### src/rtl/sb_pkg.sv
package sb_pkg;
  localparam int REG_W = 3;
  localparam int NREG  = 1 << REG_W;
  typedef logic [REG_W-1:0] reg_id_t;
endpackage

### src/rtl/sb_pick.sv
module sb_pick #(
  parameter int N  = 4,
  parameter int IW = (N > 1) ? $clog2(N) : 1
) (
  input  logic [N-1:0]  req,
  output logic [N-1:0]  gnt,
  output logic          any,
  output logic [IW-1:0] idx
);
  always_comb begin
    gnt = '0;
    any = 1'b0;
    idx = '0;
    for (int i = 0; i < N; i++) begin
      if (req[i] && !any) begin
        gnt[i] = 1'b1;
        any    = 1'b1;
        idx    = IW'(i);
      end
    end
  end
endmodule

### src/rtl/sb_fu_stub.sv
module sb_fu_stub #(
  parameter int LAT = 2,
  parameter int CW  = (LAT > 1) ? $clog2(LAT) : 1
) (
  input  logic clk,
  input  logic rst,
  input  logic start,
  input  logic release_i,
  output logic done
);
  logic          run;
  logic [CW-1:0] cnt;

  always_ff @(posedge clk) begin
    if (rst) begin
      run <= 1'b0;
      cnt <= '0;
    end else if (release_i) begin
      run <= 1'b0;
    end else if (start) begin
      run <= 1'b1;
      cnt <= CW'(LAT - 1);
    end else if (run && cnt != '0) begin
      cnt <= cnt - 1'b1;
    end
  end

  assign done = run && (cnt == '0);
endmodule

### src/rtl/sb_issue_ctl.sv
module sb_issue_ctl
  import sb_pkg::*;
#(
  parameter int NFU      = 4,
  parameter int NKIND    = 2,
  parameter int KIND_W   = 1,
  parameter int BASE_LAT = 2,
  parameter int LAT_STEP = 2,
  parameter int UW       = (NFU > 1) ? $clog2(NFU) : 1
) (
  input  logic              clk,
  input  logic              rst,
  input  logic              in_valid,
  input  logic [KIND_W-1:0] in_kind,
  input  logic [2:0]        in_dst,
  input  logic [2:0]        in_srca,
  input  logic [2:0]        in_srcb,
  output logic              disp_fire,
  output logic [UW-1:0]     disp_unit,
  output logic [NFU-1:0]    opr_go,
  output logic [NFU-1:0]    wb_go,
  output logic [2:0]        wb_reg
);
  logic [NFU-1:0]  busy, rdn, rj, rk, done;
  reg_id_t         fi [NFU];
  reg_id_t         fj [NFU];
  reg_id_t         fk [NFU];
  logic [UW-1:0]   qj [NFU];
  logic [UW-1:0]   qk [NFU];
  logic [NREG-1:0] pend;
  logic [UW-1:0]   prod [NREG];

  logic [NFU-1:0]  free_req, free_gnt, war_hold, wb_req;
  logic            free_any, wb_any;
  logic [UW-1:0]   free_idx, wb_idx;
  logic            rdy_a, rdy_b;

  for (genvar g = 0; g < NFU; g++) begin : g_unit
    assign free_req[g] = !busy[g] && (in_kind == KIND_W'(g % NKIND));
    sb_fu_stub #(.LAT(BASE_LAT + LAT_STEP * g)) u_stub (
      .clk(clk), .rst(rst), .start(opr_go[g]),
      .release_i(wb_go[g]), .done(done[g])
    );
  end

  sb_pick #(.N(NFU), .IW(UW)) u_free_pick (
    .req(free_req), .gnt(free_gnt), .any(free_any), .idx(free_idx)
  );

  always_comb begin
    for (int i = 0; i < NFU; i++) begin
      war_hold[i] = 1'b0;
      for (int f = 0; f < NFU; f++) begin
        if (busy[f] && !rdn[f] &&
            ((rj[f] && fj[f] == fi[i]) || (rk[f] && fk[f] == fi[i])))
          war_hold[i] = 1'b1;
      end
    end
  end

  assign wb_req = busy & done & ~war_hold;

  sb_pick #(.N(NFU), .IW(UW)) u_wb_pick (
    .req(wb_req), .gnt(wb_go), .any(wb_any), .idx(wb_idx)
  );

  assign wb_reg    = wb_any ? fi[wb_idx] : '0;
  assign opr_go    = busy & ~rdn & rj & rk;
  assign disp_fire = in_valid && free_any && !pend[in_dst];
  assign disp_unit = free_idx;
  assign rdy_a     = !pend[in_srca] || (wb_any && fi[wb_idx] == in_srca);
  assign rdy_b     = !pend[in_srcb] || (wb_any && fi[wb_idx] == in_srcb);

  always_ff @(posedge clk) begin
    if (rst) begin
      busy <= '0;
      rdn  <= '0;
      rj   <= '0;
      rk   <= '0;
      pend <= '0;
      for (int i = 0; i < NFU; i++) begin
        fi[i] <= '0; fj[i] <= '0; fk[i] <= '0;
        qj[i] <= '0; qk[i] <= '0;
      end
      for (int r = 0; r < NREG; r++) prod[r] <= '0;
    end else begin
      for (int i = 0; i < NFU; i++) begin
        if (opr_go[i]) rdn[i] <= 1'b1;
        if (wb_go[i]) begin
          busy[i] <= 1'b0;
          rdn[i]  <= 1'b0;
        end
        if (wb_any && busy[i] && qj[i] == wb_idx) rj[i] <= 1'b1;
        if (wb_any && busy[i] && qk[i] == wb_idx) rk[i] <= 1'b1;
      end
      if (wb_any) pend[fi[wb_idx]] <= 1'b0;
      if (disp_fire) begin
        busy[free_idx] <= 1'b1;
        rdn[free_idx]  <= 1'b0;
        fi[free_idx]   <= in_dst;
        fj[free_idx]   <= in_srca;
        fk[free_idx]   <= in_srcb;
        qj[free_idx]   <= prod[in_srca];
        qk[free_idx]   <= prod[in_srcb];
        rj[free_idx]   <= rdy_a;
        rk[free_idx]   <= rdy_b;
        pend[in_dst]   <= 1'b1;
        prod[in_dst]   <= free_idx;
      end
    end
  end
endmodule

### config.mk
export PLATFORM = sky130hd
export DESIGN_NAME = sb_issue_ctl
export DESIGN_NICKNAME = d
export VERILOG_FILES = /design/src/rtl/sb_pkg.sv /design/src/rtl/sb_pick.sv /design/src/rtl/sb_fu_stub.sv /design/src/rtl/sb_issue_ctl.sv
export SDC_FILE = /design/constraint.sdc
export NUM_CORES = 1
export LEC_CHECK = 0
export ABC_AREA = 1
export BUFFER_PORTS_ARGS = -buffer_cell sky130_fd_sc_hd__buf_2
export CELL_PAD_IN_SITES_DETAIL_PLACEMENT = 0
export CELL_PAD_IN_SITES_GLOBAL_PLACEMENT = 1
export CORE_UTILIZATION = 47
export CTS_BUF_LIST = sky130_fd_sc_hd__clkbuf_2
export DETAILED_ROUTE_END_ITERATION = 7
export PLACE_DENSITY = 0.83
export SLEW_MARGIN = 20
export SYNTH_ARGS = -nofsm -noshare
export SYNTH_HDL_FRONTEND = slang
export SYNTH_SLANG_ARGS = --single-unit
### constraint.sdc
create_clock -name clk -period 3.65 [get_ports clk]
set_clock_uncertainty 0.1 [all_clocks]
set_input_delay 0.1825 -clock clk [delete_from_list [all_inputs] [get_ports clk]]
set_output_delay 0.1825 -clock clk [all_outputs]
set_load 0.005 [all_outputs]
* Yosys cells after proc, flatten, opt, wreduce, memory -nomap -nowiden
Memory sizes are Yosys's and may differ from the RTL's.
Cells that the tools add are included.
** Operators by class
- Add/sub/neg operators :: 4
- Magnitude comparators :: 8
- Eq/ne operators :: 42
- Muxes and demuxes :: 122
- Bitwise gates (word level) :: 19
- Reductions and logical operators :: 148
** Operators with widths (count)
- $eq 3x3->1 :: 34
- $logic_and 1x1->1 :: 89
- $mux 1 :: 84
- $mux 2 :: 14
- $mux 3 :: 9
- $and 4x4->4 :: 6
- $mux 8 :: 3
- $logic_or 1x1->1 :: 18
- $logic_not 1->1 :: 17
- $eq 2x2->1 :: 8
- $lt 3x4->1 const B :: 4
- $mux 4 :: 4
- $reduce_or 2->1 :: 7
- $not 4->4 :: 3
- $reduce_bool 2->1 :: 5
- $bmux 1 s3 :: 3
- $reduce_or 3->1 :: 3
- $and 8x8->8 :: 1
- $bwmux 4 :: 2
- $not 8->8 :: 1
- $or 8x8->8 :: 1
- $reduce_and 2->1 :: 4
- $demux 1 s3 :: 2
- $ge 3x1->1 const B :: 2
- 11 further kinds :: 19
** Storage, ports and cells
- Flip-flop bits (word level) :: 37
- RAM bits :: 68
- Output and inout bits :: 14
- Logic and storage cells :: 362
- Memories kept :: 6
** Memories
- prod :: words 8, width 2, read ports 2, clocked after Yosys merged registers in 0, write ports 8, line sb_issue_ctl.sv:31 : logic [UW-1:0] prod [NREG];
- fi :: words 4, width 3, read ports 5, clocked after Yosys merged registers in 0, write ports 4, line sb_issue_ctl.sv:25 : reg_id_t fi [NFU];
- fj :: words 4, width 3, read ports 4, clocked after Yosys merged registers in 0, write ports 4, line sb_issue_ctl.sv:26 : reg_id_t fj [NFU];
- fk :: words 4, width 3, read ports 4, clocked after Yosys merged registers in 0, write ports 4, line sb_issue_ctl.sv:27 : reg_id_t fk [NFU];
- qj :: words 4, width 2, read ports 4, clocked after Yosys merged registers in 0, write ports 4, line sb_issue_ctl.sv:28 : logic [UW-1:0] qj [NFU];
- qk :: words 4, width 2, read ports 4, clocked after Yosys merged registers in 0, write ports 4, line sb_issue_ctl.sv:29 : logic [UW-1:0] qk [NFU];

* Depth between registers and ports, before layout
Gate-level depths: netlist (run 1).
An unclocked memory read counts as a cell.
- Word-level depth :: 32
- Mapped depth :: 24
- Gate-level depth less buffers :: 23

* Modules after synthesis
Synthesis (run 1) repeated with hierarchy kept, for this count alone.
** Unflattened totals
- Cell total of the unflattened synthesis :: 900
- Area total of the unflattened synthesis :: 6789.0 µm²
** By module, submodules not included
- sb_issue_ctl :: times used 1, cells an instance 767, area an instance 5935.7 µm², sequential area each 2522.4 µm²
- sb_fu_stub at g_unit[3].u_stub :: times used 1, cells an instance 35, area an instance 240.2 µm², sequential area each 80.1 µm²
- sb_fu_stub at g_unit[2].u_stub :: times used 1, cells an instance 35, area an instance 236.5 µm², sequential area each 80.1 µm²
- sb_fu_stub at g_unit[1].u_stub :: times used 1, cells an instance 27, area an instance 175.2 µm², sequential area each 60.1 µm²
- sb_pick :: times used 2, cells an instance 13, area an instance 62.6 µm², sequential area each 0.0 µm²
- sb_fu_stub at g_unit[0].u_stub :: times used 1, cells an instance 10, area an instance 76.3 µm², sequential area each 40.0 µm²

* Worst setup path before layout (run 1)
No wires, ideal clock.
- Path type :: register to register
- Start :: reg busy[1]
- End :: mem fi[0][0] (netlist name), enable pin
- Library setup time :: 0.356 ns
- Arrival :: 2.156 ns
- Setup slack :: 1.038 ns
- Stages on the path, launching flop included :: 12
- Buffers on the path :: 1
- Clock period less this slack :: 2.612 ns
- Cell sequence :: dfxtp_1 -> inv_1 -> nor3_1 -> nor2_1 -> inv_1 -> o21ai_0 -> inv_1 -> nand2_1 -> nor3_1 -> nand2_1 -> buf_2 -> nand2_1
** RTL lines
- start: declaration :: line sb_issue_ctl.sv:24 : logic [NFU-1:0] busy, rdn, rj, rk, done;
- start signal: assignment :: line sb_issue_ctl.sv:76 : busy <= '0;
- start signal: indexed assignment :: line sb_issue_ctl.sv:90 : busy[i] <= 1'b0;
- start signal: indexed assignment :: line sb_issue_ctl.sv:98 : busy[free_idx] <= 1'b1;
- end: declaration :: line sb_issue_ctl.sv:25

==> flow_summary.yaml, run 1 <==
clock_tree:
  numCtsBuffers: 9
  tritoncts: "yes"
  clk_path_buf_depth: 2
  htreeDepth: 3
  clk_pin_slew_ns: 0.27
  cts.sinks: 105
  cts-root-buf: "clkbuf_2"
  clk_latency_ns: 0.64
power_and_ir_drop:
  peakVddDrop_mv: 0.194
  power_density_nw_per_um2: 310
  p_leak_nw: 3.62
synth:
  synth_nets: 1002
  synth_top_family_by_area: "simple AND/OR/NAND/NOR gates"
  synthesis.area_um2: 7010
  yosysTopAreaCell: "edfxtp_1"
  yosysWarningCount: 0
  ys_seq_area_frac: 0.397
  synth_edf_count: 68
  synth_cell_types: 39
  synth.ff_latch_count: 105
  synth-xor-area-share: 0.0712
  synth_simple_gate_area_frac: 0.311
  synthMuxAreaShare: 0
  synth.most_common_cell: "nand2_1"
  synthArstFlopShare: 0
  synth_top_area_share: 0.291
  synth_common_cells: "260 x nand2_1, 149 x nor2_1, 108 x inv_1, 68 x edfxtp_1, 63 x nand3_1"
  synth_compound_area_frac: 0.0987
  synthAdderAreaFrac: 0.00892
  ys_top_cells_by_area: "edfxtp_1 29%, nand2_1 14%, dfxtp_1 11%"
  synthFlopType: "edfxtp_1"
  postSynthAreaPerCell_um2: 7.13
  syn_inst: 984
place:
  io_buffer_count: 26
  dpl_cell_area_um2: 7300
  dp_cells: 1175
  place_hpwl_mm: 16.3
  globalplace.congestion: 0.921
  place_worst_setup_slack_ns: 0.477
layout:
  stdcell_area_um2: 7840
  num_antenna_cells: 0
  area_delta_synth_final_pct: 11.8
  fin_cells: 1235
  drive_above_1_share: 0.137
  fin_nets: 1064
job:
  max_cap_violations: 0
routing:
  vias: 6524
  wl_mm: 21.8
  remaining_drc_errors: 0
  dr.first_iter.drc_count: 653
  drtPass1Iterations: 5
  via_per_inst: 5.28
  final_antenna_net_count: 0
  wl_per_cell_um: 17.7
sta:
  layout_setup_ws_ns: 0.202
  fin_crit_ns: 3.45
  fin_hold_ws_ns: 0.0837
  finalCritPeriodShare: 0.945
  grt_setup_unrepaired: "yes"
  relSlewSlack: 0.485
  hold_violations: 0
  setup_viol: 0
  tightest_slew_ns: 0.765
  setup_tns_ns: 0
  fmax_ghz: 0.290
  slew_violations: 0
grt:
  grt_max_degree: 33
  antenna_found_initial: 0
  grtUsageTotal: 0.299
  grt_pass1_vias: 6012
  grt_pass1_wl_mm: 33.4
  overflow: 0
setup_path:
  required_ns: 3.37
  worstSetupPathType: "flop to output port"
  worstPathArrival_ns: 3.17
  reg2reg_depth: 23
  end_kind: "output port"
  critPathLaunchType: "flop"
  critPathMaxFanout: 6
floorplan:
  io_pins: 27
  die_h_um: 124
  rows: 44
  die_x_um: 124
  dieArea_um2: 15400
  core-area_um2: 14500
  initial_utilization: 0.483
min_path:
  hold_path_class: "input pin to flop"
  min_path_cells: 8
outcome:
  status: "completed"
-- layer usage --
metal,share of wire,GRT usage
met3,0.057,0.0444
met2,0.46,0.488
met1,0.45,0.397
met5,0,0
met4,0.032,0.115
-- metrics by stage --
step,utilization,total power [W]
after floorplan,-,0.00166
after global placement,0.502,0.00180
after detailed placement,0.502,0.00180
after CTS,0.530,0.00242
after global routing,0.539,0.00253
final,0.539,0.00243
-- what timing repair did --
item                                    CTS  global route
endpoints found under the setup margin    3             4
hold endpoints to repair                 57             0
pin swaps                                 1             3
setup buffers                            20            14
gates resized for setup                   2             4
cloned                                    0             0
hold buffers                             10             0
-- cell usage in the layout (no fill, tap or decap), drive strengths merged --
master / Yosys / final
o211ai: 8 / 8
nor2: 157 / 157
a22oi: 2 / 2
a2111oi: 1 / 1
ha: 5 / 5
nand4: 8 / 8
a211oi: 2 / 2
buf: 26 / 86
clkinv: 1 / 2
o21ai: 55 / 55
o221ai: 1 / 1
dlygate4sd3: 0 / 10
a21oi: 51 / 51
a31oi: 6 / 6
dfxtp: 37 / 37
nor3: 11 / 11
nand2: 267 / 267
xnor2: 46 / 46
o21bai: 1 / 1
clkbuf: 19 / 10
edfxtp: 68 / 68
nor4: 2 / 2
nand3: 70 / 70
bufinv: 0 / 2
inv: 128 / 131
xor2: 11 / 11
o2111ai: 1 / 1
-- cell type report --
| class | count | area, um^2 |
|---|---|---|
| Sequential cell | 105 | 2780 |
| Clock buffer | 10 | 50.0 |
| Clock inverter | 6 | 76.3 |
| Tap cell | 184 | 230 |
| Multi-Input combinational cell | 705 | 3460 |
| Timing Repair Buffer | 96 | 734 |
| Inverter | 129 | 502 |
| Fill cell | 1495 | 6700 |
-- registers in the layout, indices dropped and copies added, names as in the netlist --
| signal | flops |
|---|---|
| rj | 4 |
| fi | 12 |
| prod | 16 |
| pend | 8 |
| qj | 8 |
| rdn | 4 |
| fk | 12 |
| qk | 8 |
| g_unit.u_stub.cnt | 9 |
| busy | 4 |
| fj | 12 |
| g_unit.u_stub.run | 4 |
| rk | 4 |
-- final timing paths --
kind	endpoint	start	slack (ns)
worst min register to register	g_unit[3].u_stub.cnt[0]	g_unit[3].u_stub.cnt[0]	0.38
worst max register to register	rj[2]	fi[0][1]	0.21
worst min-delay path	busy[3]	in_valid	0.08
worst max-delay path	wb_reg[2]	fi[0][1]	0.20
-- report_power, final --
part | switching [W] | leakage (nW) | internal, W
combinational | 0.000271 | 2.53 | 0.000162
clock | 0.000393 | 0.0886 | 0.000222
sequential | 0.0000674 | 1.00 | 0.00132
total | 0.000731 | 3.62 | 0.00170
-- critical path: stages (launching register included) --
cell and delay, ns:
edfxtp_1 0.58, buf_6 0.19, nand2_1 0.06, nand2_1 0.04
nor2_1 0.13, nand2_1 0.06, nand2_1 0.12, nand2_1 0.08
nand3_2 0.09, nor2_4 0.06, nor2_8 0.13, nand3_4 0.17
buf_4 0.20, nand3_1 0.12, nand2_1 0.08, nand2_1 0.11
nand2_2 0.11, nor2_2 0.10, buf_2 0.12
-- kinds of logic (layout without fill, tap and decap cells) --
group,count (synthesis),after routing
simple gates,515,515
buf+inv,174,241
compound gates,128,128
flops,105,105
xor+xnor,57,57
fa+ha+maj,5,5
Note: power is estimated with default switching activity, not from simulation.
==> run 2, diff against run 1 <==
--- a/config.mk
+++ b/config.mk
@@ -13,7 +13,7 @@
 export CTS_BUF_LIST = sky130_fd_sc_hd__clkbuf_2
 export DETAILED_ROUTE_END_ITERATION = 7
 export PLACE_DENSITY = 0.83
-export SLEW_MARGIN = 20
+export SETUP_SLACK_MARGIN = 0.3
 export SYNTH_ARGS = -nofsm -noshare
 export SYNTH_HDL_FRONTEND = slang
 export SYNTH_SLANG_ARGS = --single-unit
==> run 2 against run 1 <==
- via count is 2.0% higher
- wire length is 2.6% higher
- highest routed layer unchanged
- clock power hardly changed
- non-clock buffer count is 18 higher
- combinational power is 6.0% higher
- maximum frequency is 2.6% higher
- sequential power hardly changed
- first-iteration DRC count is 19% lower
- global-route usage is 0.48 points higher
- setup slack better by 0.086 ns
==> flow_summary.yaml, run 2 (synthesis gave the netlist of run 1 again) <==
floorplan:
  io_pins: 27
  dieArea_um2: 15400
  rows: 44
  core-area_um2: 14500
  initial_utilization: 0.483
  die_h_um: 124
  die_x_um: 124
setup_path:
  worstPathCellList: "clkinv_4 -> buf_12 -> nor2_1 -> nor2_1 -> nand2_1 -> nand2_1 -> nand2_1 -> nand3_2 -> nor2_4 -> nor2_8 -> buf_12 -> nand2_4 -> nand2_8 -> inv_4 -> nand2_2 -> nand2_4 -> inv_2 -> nor2_2 -> buf_2"
  timing.critical_path.mode_cell: "nand2_1"
  critPathLaunchType: "flop"
  worstSetupPathType: "flop to output port"
  timing.rr.start: "fi[0][1]"
  reg2reg_depth: 24
  critPathMaxFanout: 10
  crit_family: "simple AND/OR/NAND/NOR gates"
  reg2reg_setup_slack_ns: 0.61
  cp_slowest_cell: "edfxtp_1"
  cp_num_buf_inv: 6
  required_ns: 3.37
  end_kind: "output port"
  worstPathArrival_ns: 3.08
  crit_cells: 19
  r2r_end: "rk[1]"
  cpPeakStageDelay_ns: 0.58
layout:
  drive_above_1_share: 0.168
  layout_common_cells: "249 x nand2_1, 147 x nor2_1, 108 x inv_1"
  final_common_cell: "nand2_1"
  stdcell_area_um2: 8140
  max_flop_register: "prod"
  final_util: 0.560
  area_delta_synth_final_pct: 16.1
  largest_reg_flops: 16
  fin_nets: 1084
grt:
  grt_pass1_vias: 6187
  overflow: 0
  grt_pass1_wl_mm: 34.1
  grt_max_degree: 33
  grtUsageTotal: 0.303
  antenna_found_initial: 0
sta:
  relSlewSlack: 0.490
  setup_tns_ns: 0
  fmax_ghz: 0.297
  fin_crit_ns: 3.36
  hold_violations: 0
  setup_viol: 0
  tightest_slew_ns: 0.757
  slew_violations: 0
  finalCritPeriodShare: 0.921
  layout_setup_ws_ns: 0.288
  grt_setup_unrepaired: "yes"
  fin_hold_ws_ns: 0.0844
routing:
  wl_mm: 22.4
  dr.first_iter.drc_count: 531
  wl_met3_mm: 1.15
  vias: 6654
  dr_wl_met2_mm: 10.4
  highest_layer: "met4"
  wl_met1_mm: 10.0
  via_per_inst: 5.30
  remaining_drc_errors: 0
  final_antenna_net_count: 0
  drtPass1Iterations: 6
  wl_per_cell_um: 17.8
outcome:
  status: "completed"
clock_tree:
  tritoncts: "yes"
  clk_pin_slew_ns: 0.27
  clk_path_buf_depth: 2
  clk_latency_ns: 0.63
  cts.sinks: 105
  numCtsBuffers: 9
  cts-root-buf: "clkbuf_2"
  htreeDepth: 3
min_path:
  holdPathEnd: "busy[3]"
  hold_path_class: "input pin to flop"
  min_from: "in_valid"
  min_path_cells: 8
place:
  place_hpwl_mm: 16.3
  io_buffer_count: 26
  dpl_cell_area_um2: 7300
  globalplace.congestion: 0.921
  place_worst_setup_slack_ns: 0.477
job:
  max_cap_violations: 0
power_and_ir_drop:
  p_leak_nw: 3.76
  peakVddDrop_mv: 0.187
  power_density_nw_per_um2: 301
[run 2: changes by cell type in the layout (fill, tap and decap cells not counted), sizes merged]
cell         previous run  this run
nand2                 267       268
inv                   131       130
clkinv                  2         3
diode                   0         1
clkinvlp                0         1
buf                    86       105
dlygate4sd3            10         9
[run 2: layer usage]
metal,vias up,GRT usage
met1,3066,0.396
met4,0,0.123
met5,-,0
met2,238,0.496
li1,3293,-
met3,57,0.0527
[run 2: stage by stage]
| step | cells | total power [W] |
|---|---|---|
| CTS | 1239 | 0.00244 |
| finish | 1256 | 0.00245 |
| floorplan | 984 | 0.00166 |
| global placement | 1175 | 0.00180 |
| global route | 1255 | 0.00255 |
| detailed placement | 1175 | 0.00180 |
[run 2: report_power, final]
group,switching [W],internal (W)
logic,0.000284,0.000174
clock network,0.000390,0.000222
registers,0.0000629,0.00132
total,0.000737,0.00171
[run 2: area by class of cell]
type | instances | area (um^2)
Timing Repair inverter | 1 | 7.51
Fill cell | 1459 | 6390
Timing Repair Buffer | 114 | 922
Tap cell | 184 | 230
Clock buffer | 10 | 50.0
Inverter | 129 | 504
Multi-Input combinational cell | 706 | 3570
Antenna cell | 1 | 2.50
Sequential cell | 105 | 2780
Clock inverter | 6 | 76.3
[run 2: worst max path at each step]
stage	startpoint	endpoint	slack [ns]
after global routing	fi[0][1]	wb_reg[1]	0.12
after CTS	fi[0][1]	wb_reg[2]	0.31
after global placement	fi[0][2]	rj[1]	0.51
after detailed placement	fi[0][1]	rj[1]	0.48
final	fi[0][1]	wb_reg[1]	0.29
after floorplan	busy[1]	fi[0][0]	1.04
[run 2: repair_timing]
item,CTS,global route
cloned,1,1
endpoints found under the hold margin,57,0
hold buffers,9,0
resized for setup,16,21
buffers inserted,38,15
setup endpoints to repair,3,3
pin swaps,8,15
[run 2: worst register-to-register path, stage by stage (launching register included)]
cell	delay (ns)
edfxtp_1	0.58
clkinv_4	0.15
buf_12	0.15
nor2_1	0.08
nor2_1	0.05
nand2_1	0.06
nand2_1	0.05
nand2_1	0.07
nand3_2	0.08
nor2_4	0.21
nor2_8	0.07
buf_12	0.13
nand2_4	0.14
nand2_8	0.09
inv_4	0.13
nand3_2	0.14
nand2_4	0.11
buf_4	0.13
nand2_1	0.05
nand2_1	0.07
nor2_2	0.04
nand2_2	0.10
nand3_1	0.09
nand2_1	0.09
inv_1	0.04
==> run 3, diff against run 2 <==
--- a/config.mk
+++ b/config.mk
@@ -9,11 +9,12 @@
 export BUFFER_PORTS_ARGS = -buffer_cell sky130_fd_sc_hd__buf_2
 export CELL_PAD_IN_SITES_DETAIL_PLACEMENT = 0
 export CELL_PAD_IN_SITES_GLOBAL_PLACEMENT = 1
-export CORE_UTILIZATION = 47
+export CORE_UTILIZATION = 48
 export CTS_BUF_LIST = sky130_fd_sc_hd__clkbuf_2
 export DETAILED_ROUTE_END_ITERATION = 7
-export PLACE_DENSITY = 0.83
+export PLACE_DENSITY = 0.84
 export SETUP_SLACK_MARGIN = 0.3
 export SYNTH_ARGS = -nofsm -noshare
 export SYNTH_HDL_FRONTEND = slang
+export SYNTH_HIERARCHICAL = 1
 export SYNTH_SLANG_ARGS = --single-unit
==> run 3 against run 2 <==
- utilization is 0.43 points lower
- final area decreased by 5.6%
- critical endpoint is now wb_reg[2]
- critical path depth down 3
- sequential cell count stayed put
- setup slack improved by 0.14 ns
- wire length decreased by 11%
- sequential power about the same
==> flow_summary.yaml, run 3 <==
layout:
  drive_above_1_share: 0.174
  final_common_cell: "nand2_1"
  layout_common_cells: "190 x nand2_1, 110 x nor2_1, 89 x inv_1"
  fin_nets: 957
  num_antenna_cells: 0
  area_delta_synth_final_pct: 13.6
  largest_reg_flops: 16
  fin_cells: 1124
  max_flop_register: "prod"
setup_path:
  crit_family: "simple AND/OR/NAND/NOR gates"
  worstPathCellList: "buf_4 -> xnor2_1 -> nand4_1 -> nand2_1 -> nand2_1 -> nand3_2 -> nor2_4 -> nor2_4 -> nand3_2 -> nand2_4 -> inv_6 -> nand2_1 -> nand3_2 -> nand2_4 -> nor2_4 -> buf_2"
  cpPeakStageDelay_ns: 0.54
  cp_slowest_cell: "edfxtp_1"
  critPathLaunchType: "flop"
  end_kind: "output port"
  required_ns: 3.37
  critPathMaxFanout: 8
  worstPathArrival_ns: 2.94
  worstSetupPathType: "flop to output port"
  cp_num_buf_inv: 3
floorplan:
  die_x_um: 121
  die_h_um: 121
  dieArea_um2: 14600
  rows: 43
  core-area_um2: 13800
  initial_utilization: 0.490
  io_pins: 27
sta:
  setup_viol: 0
  setup_tns_ns: 0
  grt_setup_unrepaired: "no"
  tightest_slew_ns: 0.931
  fin_hold_ws_ns: 0.135
  fmax_ghz: 0.311
  slew_violations: 0
  finalCritPeriodShare: 0.882
  relSlewSlack: 0.374
  fin_crit_ns: 3.22
  hold_violations: 0
power_and_ir_drop:
  peakVddDrop_mv: 0.193
  p_leak_nw: 3.35
  power_density_nw_per_um2: 318
routing:
  vias: 6148
  via_per_inst: 5.47
  wl_mm: 19.8
  drtPass1Iterations: 5
  wl_per_cell_um: 17.6
  dr.first_iter.drc_count: 504
  remaining_drc_errors: 0
  final_antenna_net_count: 0
synth:
  syn_inst: 896
  yosysWarningCount: 6
  postSynthAreaPerCell_um2: 7.55
  synth_nets: 914
  synthesis.area_um2: 6770
place:
  globalplace.congestion: 0.923
  place_hpwl_mm: 14.3
  dp_cells: 1057
  io_buffer_count: 26
outcome:
  status: "completed"
job:
  max_cap_violations: 0
clock_tree:
  cts-root-buf: "clkbuf_2"
  clk_pin_slew_ns: 0.29
  htreeDepth: 3
  tritoncts: "yes"
  cts.sinks: 105
  clk_path_buf_depth: 2
  clk_latency_ns: 0.64
  numCtsBuffers: 9
grt:
  grt_max_degree: 29
  antenna_found_initial: 0
  overflow: 0
  grt_pass1_vias: 5762
  grt_pass1_wl_mm: 31.0
  grtUsageTotal: 0.283
min_path:
  hold_path_class: "input pin to flop"
[run 3: worst min-delay path, stage by stage]
cell and delay (ns):
buf_2 0.09, nand2_1 0.05, inv_1 0.03, nand2_1 0.09, nor2_4 0.06, nand4_1 0.24, a21oi_1 0.10
[run 3: area by class of cell]
class,count,area (um^2)
Inverter,107,409
Multi-Input combinational cell,635,3520
Tap cell,180,225
Clock inverter,7,43.8
Clock buffer,9,45.0
Timing Repair Buffer,81,662
Fill cell,1288,6140
Sequential cell,105,2780
[run 3: routing by layer]
metal  global-route usage  wire length, um  vias to the layer above  share of wire
li1                     -                -                     2969              -
met1                0.377             8820                     2921           0.44
met2                0.450             9230                      206           0.47
met3               0.0415             1050                       52          0.053
met4                0.137              743                        0          0.037
met5                    0                0                        -              0
[run 3: metrics by stage]
stage	setup slack [ns]	total power, W	area (um^2)	utilization
final	0.430	0.00245	7690	0.556
after global routing	0.243	0.00254	7690	0.556
after CTS	0.314	0.00241	7430	0.538
after detailed placement	0.306	0.00187	6940	0.502
after global placement	0.427	0.00186	6940	0.502
after floorplan	0.880	0.00174	6770	-
[run 3: path summary, 6_finish.rpt]
check / slack, ns / cells past startpoint / endpoint / start
worst min-delay path: 0.14 / 7 / busy[3] / in_valid
worst min register to register: 0.41 / 2 / g_unit[0].u_stub/cnt / g_unit[0].u_stub/cnt
worst max register to register: 0.47 / 18 / pend[2] / fi[0][0]
worst max-delay path: 0.43 / 16 / wb_reg[2] / fi[0][0]
[run 3: power breakdown]
| part | internal, W | switching, W | leakage [nW] |
|---|---|---|---|
| sequential | 0.00134 | 0.0000758 | 1.01 |
| combinational | 0.000205 | 0.000313 | 2.28 |
| clock | 0.0000923 | 0.000424 | 0.0670 |
[run 3: repair_timing]
item,in CTS,in global routing
buffers inserted,24,14
gates resized for setup,8,44
endpoints found under the setup margin,10,6
hold buffers,13,0
pin swaps,1,13
gates cloned,0,0
endpoints found under the hold margin,62,0
